[src/rtl/gpio_port_ctrl.sv]
module gpio_port_ctrl #(
  parameter int NIB = 13,
  parameter int DW  = 14,
  parameter int DIO = 12,
  parameter int AW  = 7
) (
  input  logic            clk,
  input  logic            rst_n,
  input  logic            stop_mode,
  input  logic [AW-1:0]   addr,
  input  logic            wr_en,
  input  logic [3:0]      wr_data,
  output logic [3:0]      rd_data,
  input  logic [1:0]      bit_op,
  input  logic [3:0]      bit_idx,
  output logic            bit_level,
  input  logic [DW-1:0]   d_in,
  output logic [DW-1:0]   d_out,
  output logic [DW-1:0]   d_oe,
  input  logic [4*NIB-1:0] r_in,
  output logic [4*NIB-1:0] r_out,
  output logic [4*NIB-1:0] r_oe,
  output logic            stopc_lvl,
  output logic [3:0]      irq_lvl,
  output logic [1:0]      evt_lvl,
  input  logic            ser_sck_o,
  input  logic            ser_so,
  output logic            ser_si
);
  localparam int RW = 4*NIB;
  localparam int DREGS = DIO/4;
  localparam logic [AW-1:0] PMA_A  = AW'(7'h04);
  localparam logic [AW-1:0] SEN_A  = AW'(7'h05);
  localparam logic [AW-1:0] PMB_A  = AW'(7'h24);
  localparam logic [AW-1:0] PMC_A  = AW'(7'h25);
  localparam int DDCR_A = 'h2C;
  localparam int RDCR_A = 'h30;
  localparam int RDAT_A = 'h40;
  localparam int EVA_PIN = 15;
  localparam int EVB_PIN = 16;
  localparam int SCK_PIN = 17;
  localparam int SI_PIN  = 18;
  localparam int SO_PIN  = 19;

  logic [DIO-1:0] d_pdr, d_dcr;
  logic [RW-1:0]  r_pdr, r_dcr;
  logic [1:0]     pma;
  logic           sen;
  logic [2:0]     pmb;
  logic [3:0]     pmc;
  logic [DW-1:0]  d_s1, d_s2;
  logic [RW-1:0]  r_s1, r_s2;
  logic [RW-1:0]  in_mask, drv_mask, drv_val;

  always_ff @(posedge clk or negedge rst_n) begin
    if (!rst_n) begin
      d_pdr <= '1; d_dcr <= '0; r_pdr <= '1; r_dcr <= '0;
      pma <= '0; sen <= 1'b0; pmb <= '0; pmc <= '0;
      d_s1 <= '0; d_s2 <= '0; r_s1 <= '0; r_s2 <= '0;
    end else if (stop_mode) begin
      d_pdr <= '1; d_dcr <= '0; r_pdr <= '1; r_dcr <= '0;
      pma <= '0; sen <= 1'b0; pmb <= '0; pmc <= '0;
      d_s1 <= '0; d_s2 <= '0; r_s1 <= '0; r_s2 <= '0;
    end else begin
      d_s1 <= d_in; d_s2 <= d_s1;
      r_s1 <= r_in; r_s2 <= r_s1;
      if (int'(bit_idx) < DIO) begin
        if (bit_op == 2'b01) d_pdr[bit_idx] <= 1'b1;
        else if (bit_op == 2'b10) d_pdr[bit_idx] <= 1'b0;
      end
      if (wr_en) begin
        if (addr == PMA_A) pma <= wr_data[1:0];
        if (addr == SEN_A) sen <= wr_data[3];
        if (addr == PMB_A) pmb <= wr_data[2:0];
        if (addr == PMC_A) pmc <= wr_data;
        for (int k = 0; k < DREGS; k++)
          if (addr == AW'(DDCR_A + k)) d_dcr[4*k +: 4] <= wr_data;
        for (int k = 0; k < NIB; k++) begin
          if (addr == AW'(RDCR_A + k)) r_dcr[4*k +: 4] <= wr_data;
          if (addr == AW'(RDAT_A + k)) r_pdr[4*k +: 4] <= wr_data;
        end
      end
    end
  end

  always_comb begin
    rd_data = '0;
    if (addr == PMA_A) rd_data = {2'b00, pma};
    if (addr == SEN_A) rd_data = {sen, 3'b000};
    if (addr == PMB_A) rd_data = {1'b0, pmb};
    if (addr == PMC_A) rd_data = pmc;
    for (int k = 0; k < DREGS; k++)
      if (addr == AW'(DDCR_A + k)) rd_data = d_dcr[4*k +: 4];
    for (int k = 0; k < NIB; k++) begin
      if (addr == AW'(RDCR_A + k)) rd_data = r_dcr[4*k +: 4];
      if (addr == AW'(RDAT_A + k)) rd_data = r_s2[4*k +: 4];
    end
  end

  always_comb begin
    in_mask = '0;
    in_mask[2:0] = pmb;
    in_mask[EVA_PIN] = pmc[0];
    in_mask[EVB_PIN] = pmc[1];
    in_mask[SI_PIN] = sen;
    drv_mask = '0;
    drv_mask[SCK_PIN] = sen & pma[0];
    drv_mask[SO_PIN]  = sen & pma[1];
    drv_val = '0;
    drv_val[SCK_PIN] = ser_sck_o;
    drv_val[SO_PIN]  = ser_so;
  end

  assign bit_level = (int'(bit_idx) < DW) ? d_s2[bit_idx] : 1'b0;
  assign d_out = {{(DW-DIO){1'b0}}, d_pdr};
  assign d_oe  = {{(DW-DIO){1'b0}}, d_dcr & {DIO{~stop_mode}}};
  assign r_out = (r_pdr & ~drv_mask) | (drv_val & drv_mask);
  assign r_oe  = ((r_dcr & ~in_mask) | drv_mask) & {RW{~stop_mode}};

  assign stopc_lvl  = pmc[2] ? d_s2[DIO]   : 1'b1;
  assign irq_lvl[0] = pmc[3] ? d_s2[DIO+1] : 1'b1;
  assign irq_lvl[1] = pmb[0] ? r_s2[0] : 1'b1;
  assign irq_lvl[2] = pmb[1] ? r_s2[1] : 1'b1;
  assign irq_lvl[3] = pmb[2] ? r_s2[2] : 1'b1;
  assign evt_lvl[0] = pmc[0] & r_s2[EVA_PIN];
  assign evt_lvl[1] = pmc[1] & r_s2[EVB_PIN];
  assign ser_si     = sen ? r_s2[SI_PIN] : 1'b1;
endmodule

[config.mk]
export PLATFORM = sky130hd
export DESIGN_NAME = gpio_port_ctrl
export DESIGN_NICKNAME = d
export VERILOG_FILES = /design/src/rtl/gpio_port_ctrl.sv
export SDC_FILE = /design/constraint.sdc
export NUM_CORES = 1
export LEC_CHECK = 0
export BUFFER_PORTS_ARGS = -buffer_cell sky130_fd_sc_hd__clkbuf_2
export CAP_MARGIN = 20
export CORE_ASPECT_RATIO = 1.4
export CORE_MARGIN = 2
export CORE_UTILIZATION = 30
export DETAILED_ROUTE_END_ITERATION = 10
export HOLD_SLACK_MARGIN = 0.03
export PLACE_DENSITY_LB_ADDON = 0.3
export SLEW_MARGIN = 20
export SYNTH_ARGS = -nofsm -noshare
export SYNTH_HDL_FRONTEND = slang
export SYNTH_SLANG_ARGS = --single-unit
[constraint.sdc]
create_clock -name clk -period 3.65 [get_ports clk]
set_input_delay 0.365 -clock clk [delete_from_list [all_inputs] [get_ports clk]]
set_output_delay 0.365 -clock clk [all_outputs]
set_load 0.01 [all_outputs]
==> flow_summary.ini, run 1 <==
[timing]
fin_skew_ns = 0.008801
final.setup.tns_ns = 0
timing.hold.ws_ns = 0.05018
slew_viol_final = 0
worst_pin_slew_ns = 0.9557
rsz0062_at_grt = no
final.period_utilization_pct = 92.94
max_freq_ghz = 0.2948
hold_viol_final = 0
relSlewSlack_pct = 36.28
fin_crit_ns = 3.392
setup_viol_count_final = 0

[clock_tree]
clock-sinks = 270
clockBufferDepth = 3
clk_pin_slew_worst_paths_ns = 0.06
post_cts_buffers = 0
clk_latency_ns = 0.57
root_buffer = clkbuf_16
numCtsBuffers = 28
htree_levels = 1
cts_tree = built

[synth]
ys.warnings.count = 0
ys_seq_area_share_pct = 53.35
ys_seq_elements = 270
syn-cell-area_sq_um = 12810
synthCells = 1288
synth_edf_count = 0
async_flop_share_pct = 100.0
yosysUniqueCellTypes = 78
yosys_most_used_dff = dfrtp_1
syn_area_per_cell_sq_um = 9.949

[setup_path]
reg2reg_depth = 2
r2r_slack_ns = 2.67
crit_type = input port to output port
cp-end-kind = output port
critPathMaxFanout = 26
crit_path_start_kind = input port
r2r_start = d_dcr[9]
worstSetupEndpoint = rd_data[3]
startpoint = addr[0]
required_ns = 3.28
regToRegEndpoint = d_dcr[9]
arrival_ns = 3.03

[power_and_ir_drop]
vdd_drop_max_uv = 310.6
seqPwrFrac_pct = 47.1
comb_power_share_pct = 8.3
p_sw_mw = 1.620
swShare_pct = 24.54
p_leak_nw = 7.228
power_density_nw_per_um2 = 415.8
p_int_mw = 4.980
power.share.clock_pct = 44.7
power_mw = 6.600

[die]
dieArea_sq_um = 44410
die_w_microns = 178.7
core_area_sq_um = 42200
io_pins = 234
placementRows = 89
initial_utilization_pct = 30.36
fp.dieH_microns = 248.5

[layout]
areaGrowthSynthToFinish_pct = 23.86
num-fill-cells = 4235
drive_gt1_share_pct = 26.86
nets = 1616
multi_input_area_sq_um = 5130
antenna_cells = 0
seqCellArea_sq_um = 6837

[grt]
grt_overflow = 0
grt_pass1_vias = 10410
grt_use_total_pct = 19.75
antenna_found_initial = 0
grt_pass1_wl_microns = 66030
grt_max_degree = 222

[route]
wl_per_cell_microns = 21.02
drc = 0
vias = 10320
antenna_left = 0
drtIter0Drc = 585
via_per_inst = 4.927
firstDrtPassIters = 4
route.final.wire_length_microns = 44040

[place]
hpwlAfterDp_microns = 32070
gp_congestion = 0.8787
numPortBuffers = 229

[min_path]
min_from = d_in[2]
hp-class = input port to flip-flop

[run_status]
outcome = finished, final reports clean

[run]
maxCapViolCount = 0
[metrics by stage]
step / util [%] / cells / area (sq um) / worst slack, ns
floorplan: - / 1291 / 12830 / 1.258
global placement: 33.93 / 1982 / 14320 / 0.2941
detailed placement: 33.93 / 1982 / 14320 / 0.2766
CTS: 37.61 / 2095 / 15870 / 0.2762
global route: 37.61 / 2095 / 15870 / 0.1792
finish: 37.61 / 2095 / 15870 / 0.2576
[per-layer routing]
| metal | vias to the layer above | share of wire (%) | track usage, % |
|---|---|---|---|
| met5 | - | 0 | 0 |
| met4 | 0 | 4.2 | 8.223 |
| met3 | 80 | 4.7 | 2.339 |
| met2 | 313 | 52 | 34.93 |
| met1 | 5095 | 40 | 24.00 |
| li1 | 4834 | - | - |
[placed cells by master (no fill, tap or decap), types with 6 or more instances in the layout]
master         Yosys  layout
clkbuf_1          49       6
dfstp_2           64      64
clkbuf_16          0      29
clkbuf_2           0     227
o21ai_0           75      75
a22oi_1           12      12
buf_4             57      47
o211ai_1          17      17
mux2i_1           36      36
o22ai_1           17      17
nor3b_1            8       8
a211o_1           17      17
nor3_1            14      14
nand3b_1           7       7
and3_1             7       7
a21oi_1           57      57
a31oi_1            7       7
nand2_1          143     143
a221oi_1           8       8
a21o_1             8       8
dfrtp_1          206     206
nand3_1           55      55
nor2_1            75      75
nor2b_1          185     185
inv_1             24      24
dlygate4sd3_1      0      61
nand2b_1          16      16
[state kept, by name (all words and copies together), names as in the netlist, 2 cells and up]
register and cells:
d_dcr 12, d_pdr 12, d_s1 14, d_s2 14, pma 2, pmb 3
pmc 4, r_dcr 52, r_pdr 52, r_s1 52, r_s2 52
[cell families (layout without fill, tap and decap cells)]
logic type,after synthesis,count (layout),synth area share (%)
other,1,4,0.02926
buffers and inverters,159,417,6.708
and+or+nand+nor,548,548,22.62
muxes,45,45,3.954
AOI/OAI and AO/OA,264,264,13.27
DFF,270,270,53.35
xor gates and xnor gates,1,1,0.06836
[layout make-up]
type	instances	share of cell area (%)
inverters	25	0.5912
clock inverters	12	0.7962
flip-flops and latches	270	43.07
multi-input cells	862	32.32
well taps	546	4.304
clock buffers	40	5.147
repair buffers	340	13.77
[critical path, stage by stage]
cell and delay (ns):
clkbuf_2 0.50, buf_4 0.32, buf_4 0.19, mux2i_1 0.08
a21oi_1 0.18, o211ai_2 0.12, a31oi_1 0.24, o2111ai_1 0.15
o31ai_1 0.52, buf_4 0.20, clkbuf_2 0.12
[Yosys cell counts (all sizes together), types with 17 or more instances]
| library cell | n | area (sq um) |
|---|---|---|
| dfrtp | 206 | 5155 |
| nand2 | 143 | 536.8 |
| o211ai | 18 | 140.1 |
| nor2 | 81 | 324.1 |
| o22ai | 17 | 106.4 |
| buf | 85 | 581.8 |
| a211o | 17 | 148.9 |
| clkbuf | 49 | 183.9 |
| inv | 24 | 90.09 |
| a21oi | 57 | 285.3 |
| nand3 | 55 | 275.3 |
| dfstp | 64 | 1682 |
| nor2b | 185 | 1157 |
| mux2i | 36 | 360.4 |
| o21ai | 77 | 389.1 |
[power groups by stage]
stage          combinational (mW)  sequential [mW]  clock, mW
2_1_floorplan               0.259             3.14          0
3_3_place_gp                0.498             3.16          0
3_5_place_dp                0.501             3.16          0
4_1_cts                     0.553             3.11       3.04
5_1_grt                     0.598             3.11       3.14
6_report                    0.545             3.11       2.95
[worst min path at each step]
stage                           to  slack, ns  cells past startpoint
after floorplan           d_dcr[0]       0.07                      0
after global placement     r_s1[2]       0.40                      1
after detailed placement  r_s1[47]       0.40                      1
after CTS                  d_s1[2]       0.03                      2
after global routing       d_s1[3]       0.04                      2
final                      d_s1[2]       0.05                      2
[timing repair]
action,4_1_cts,5_1_grt
gates resized for setup,0,0
hold buffers,61,0
endpoints found under the hold margin,129,0
setup endpoints to repair,0,0
(Power assumes the default switching activity.)
==> inputs of run 2 (changes only) <==
Settings changed: BUFFER_PORTS_ARGS -buffer_cell sky130_fd_sc_hd__clkbuf_2 to -buffer_cell sky130_fd_sc_hd__buf_4, CTS_BUF_LIST set to sky130_fd_sc_hd__clkbuf_16.
==> run 2 against run 1 <==
Against the previous run:
- via count about the same
- utilization up 0.67 points
- global-route usage fell by 0.31 points
- first-iteration DRC count is 27% higher
- die area stayed put
- register-to-register slack about the same
- highest routed layer unchanged
==> flow_summary.ini, run 2 (same netlist as run 1, synthesis figures left out) <==
[grt]
grt_overflow = 0
grt_max_degree = 132
grt_pass1_vias = 10440
grt_use_total_pct = 19.44
antenna_found_initial = 0
grt_pass1_wl_microns = 65030

[route]
drtIter0Drc = 744
via_per_inst = 4.977
wl_per_cell_microns = 21.13
antenna_left = 0
vias = 10310
drc = 0
firstDrtPassIters = 5
route.final.wire_length_microns = 43780

[timing]
rsz0062_at_grt = no
final.period_utilization_pct = 91.60
final.setup.tns_ns = 0
fin_skew_ns = 0.004009
fin_crit_ns = 3.343
max_freq_ghz = 0.2991
relSlewSlack_pct = 38.61
hold_viol_final = 0
worst_pin_slew_ns = 0.9208
setup_viol_count_final = 0
slew_viol_final = 0

[power_and_ir_drop]
p_leak_nw = 7.267
vdd_drop_max_uv = 263.0
p_int_mw = 4.775
comb_power_share_pct = 9.0
power_mw = 6.301
power.share.clock_pct = 41.7
p_sw_mw = 1.525
power_density_nw_per_um2 = 390.0
seqPwrFrac_pct = 49.3
swShare_pct = 24.21

[die]
fp.dieH_microns = 248.5
io_pins = 234
initial_utilization_pct = 30.36
die_w_microns = 178.7
dieArea_sq_um = 44410
core_area_sq_um = 42200
placementRows = 89

[min_path]
hold_path_end = r_s1[50]
min_from = r_in[50]
hp-class = input port to flip-flop
min_path_cells = 2

[setup_path]
regToRegEndpoint = d_dcr[9]
r2r_slack_ns = 2.68
critPathMaxFanout = 46
cp-end-kind = output port
crit_type = input port to output port
arrival_ns = 2.98
crit_path_start_kind = input port
required_ns = 3.28
reg2reg_depth = 2
r2r_start = d_dcr[9]

[layout]
final_common_cell = buf_4
stdcell_count = 2072
most-common-layout-cells = buf_4 (265), dfrtp_1 (206), nor2b_1 (185), nand2_1 (143)
design_area_sq_um = 16150
fin_util_pct = 38.28
drive_gt1_share_pct = 25.95
nets = 1598
num-fill-cells = 4212
antenna_cells = 0
areaGrowthSynthToFinish_pct = 26.06

[run]
maxCapViolCount = 0

[clock_tree]
root_buffer = clkbuf_16
ctsResizeCount = 0
clk_latency_ns = 0.55
post_cts_buffers = 0
numCtsBuffers = 27
clk_pin_slew_worst_paths_ns = 0.05
cts_tree = built
htree_levels = 1
clockBufferDepth = 3
clock-sinks = 270

[place]
dp_cells = 1972
hpwlAfterDp_microns = 32070
numPortBuffers = 229
gp_congestion = 0.9779
placed_cell_area_sq_um = 14800

[run_status]
outcome = finished, final reports clean
## run 2: cell types whose count changed in the layout (fill, tap and decap cells not counted), moves of 5 or more
cell and delta:
buf_4 +218, clkbuf_1 -6, clkbuf_2 -227, clkbuf_8 -5, dlygate4sd3_1 -7, inv_1 +6
## run 2: what timing repair did
| action | in CTS | in global routing |
|---|---|---|
| setup endpoints to repair | 0 | 0 |
| hold buffers | 53 | 1 |
| endpoints found under the hold margin | 135 | 1 |
## run 2: worst max-delay path by stage
stage,startpoint,to,slack [ns],cells past startpoint
finish,addr[0],rd_data[3],0.31,10
detailed placement,addr[0],rd_data[3],0.36,10
floorplan,addr[4],rd_data[0],1.26,9
CTS,addr[0],rd_data[3],0.34,10
global placement,addr[0],rd_data[3],0.24,10
global route,addr[5],rd_data[0],0.18,11
## run 2: final cells by class
cell class	count	area, sq um	share of cell area, %
flip-flops and latches	270	6837	42.32
multi-input cells	862	5130	31.76
repair buffers	323	2596	16.07
well taps	546	683.2	4.229
clock buffers	27	675.6	4.182
clock inverters	19	138.9	0.8597
inverters	25	93.84	0.5809
## run 2: per-stage QoR
stage	hold slack [ns]	setup WS, ns
2_1_floorplan	0.06941	1.258
3_3_place_gp	0.4404	0.2386
3_5_place_dp	0.4493	0.3551
4_1_cts	0.03145	0.3359
5_1_grt	0.03798	0.1822
6_report	0.04367	0.3065
## run 2: power by group through the flow
stage / combinational (mW) / clock (mW) / sequential (mW)
finish: 0.564 / 2.63 / 3.11
global route: 0.615 / 2.84 / 3.11
CTS: 0.571 / 2.71 / 3.11
detailed placement: 0.525 / 0 / 3.16
global placement: 0.521 / 0 / 3.16
floorplan: 0.259 / 0 / 3.14
## run 2: routing by layer
metal	share of wire [%]	global-route usage, %	up-vias
met1	40	23.87	5099
li1	-	-	4798
met4	4.6	8.757	0
met2	51	33.90	332
met3	4.1	2.141	84
met5	0	0	-
## run 2: critical path, stage by stage
cell and delay, ns:
buf_4 0.45, nand2b_1 0.15, nor2_1 0.47, a22oi_1 0.18
o2bb2ai_1 0.27, nand2b_1 0.19, nor2_1 0.07, o31ai_1 0.49
buf_4 0.20, buf_4 0.11
==> inputs of run 3 (changes only) <==
Settings changed: BUFFER_PORTS_ARGS -buffer_cell sky130_fd_sc_hd__buf_4 to not set, DONT_BUFFER_PORTS set to 1.
==> run 3 against run 2 <==
Against the previous run:
- the flow now finishes with violations (hold timing)
- clock skew grew 0.0026 ns
- critical path depth fell by 3
- sequential cell count unchanged
- worst setup slack better by 0.18 ns
- global-route usage grew 0.29 points
- utilization down 3.4 points
- critical endpoint is now rd_data[0]
==> flow_summary.ini, run 3 (same netlist as run 1, synthesis figures left out) <==
[layout]
areaGrowthSynthToFinish_pct = 14.71
num-fill-cells = 4225
fin_util_pct = 34.83
most-common-layout-cells = dfrtp_1 (206), nor2b_1 (185), nand2_1 (143), dlygate4sd3_1 (76)
seqCellArea_sq_um = 6837
nets = 1378
final_common_cell = dfrtp_1
drive_gt1_share_pct = 12.35
multi_input_area_sq_um = 5130

[timing]
relSlewSlack_pct = 37.09
rsz0062_at_grt = no
final.setup.tns_ns = 0
fin_skew_ns = 0.006589
worst_pin_slew_ns = 0.9405
fin_crit_ns = 3.164
hold_viol_final = 229
setup_ws_ns = 0.4856
final.period_utilization_pct = 86.69
setup_viol_count_final = 0
timing.hold.ws_ns = -0.4953
slew_viol_final = 0
max_freq_ghz = 0.3160

[clock_tree]
clk_latency_ns = 0.57
ctsHoldBuffers = 77
root_buffer = clkbuf_16
ctsResizeCount = 0
clockBufferDepth = 3
numCtsBuffers = 29
cts_tree = built
htree_levels = 1
clock-sinks = 270
post_cts_buffers = 0
clk_pin_slew_worst_paths_ns = 0.06

[route]
wl_per_cell_microns = 23.71
firstDrtPassIters = 6
antenna_left = 0
drtIter0Drc = 653
via_per_inst = 5.176
vias = 9627
drc = 0
route.final.wire_length_microns = 44100

[setup_path]
critPathMaxFanout = 14
r2r_slack_ns = 2.23
cp-end-kind = output port
crit_type = input port to output port
required_ns = 3.28
arrival_ns = 2.80
crit_path_start_kind = input port

[place]
gp_congestion = 0.9333
numPortBuffers = 0
place_ws_ns = 0.5457
hpwlAfterDp_microns = 30710

[power_and_ir_drop]
vdd_drop_max_uv = 371.5
power_mw = 6.512
p_leak_nw = 6.251
power_density_nw_per_um2 = 443.0

[min_path]
hp-class = input port to async pin

[die]
io_pins = 234
initial_utilization_pct = 30.36
core_area_sq_um = 42200
die_w_microns = 178.7
dieArea_sq_um = 44410
placementRows = 89
fp.dieH_microns = 248.5

[grt]
antenna_found_initial = 1
grt_use_total_pct = 19.73
grt_pass1_vias = 9657
grt_overflow = 0
grt_pass1_wl_microns = 64970
grt_max_degree = 271

[run_status]
outcome = finished, violations left
violations = hold timing

[run]
maxCapViolCount = 0
## run 3: cell type report
| type | count | area share (%) |
|---|---|---|
| tap | 546 | 4.647 |
| clock buffer | 30 | 5.107 |
| antenna | 2 | 0.03405 |
| sequential | 270 | 46.51 |
| multi-input combinational | 862 | 34.90 |
| timing repair buffer | 101 | 6.588 |
| clock inverter | 24 | 1.583 |
| inverter | 25 | 0.6384 |
## run 3: power by group
group	switching, mW	internal [mW]	leakage (nW)	total [mW]
clock	1.26	1.78	0.493	3.03
sequential	0.0387	3.07	3.45	3.11
combinational	0.208	0.160	2.31	0.367
total	1.50	5.01	6.25	6.51
## run 3: worst paths after layout
path                          start    endpoint  depth (start not counted)
min                           rst_n    r_s2[47]                          0
max                         addr[5]  rd_data[0]                          7
max reg2reg                d_pdr[7]    d_pdr[7]                          3
min in group clk              wr_en   r_pdr[46]                          2
min reg2reg                r_s1[34]    r_s2[34]                          1
max in group asynchronous     rst_n   r_dcr[44]                          0
## run 3: critical path, stage by stage
cell and delay, ns:
or3b_1 0.63, nor2_2 0.70, a22oi_1 0.20, o21ai_1 0.23
a211oi_1 0.09, nor3_1 0.37, buf_4 0.20
## run 3: through the flow
step                instances  cell area, sq um
floorplan                1291             12830
global placement         1727             12920
detailed placement       1727             12920
CTS                      1858             14700
global route             1860             14700
finish                   1860             14700
## run 3: routing by layer
metal	up-vias	wire, microns	global-route usage (%)
met4	0	2297	9.338
met3	105	2948	4.220
met2	389	22370	34.14
li1	4373	-	-
met5	-	0	0
met1	4760	16490	22.96
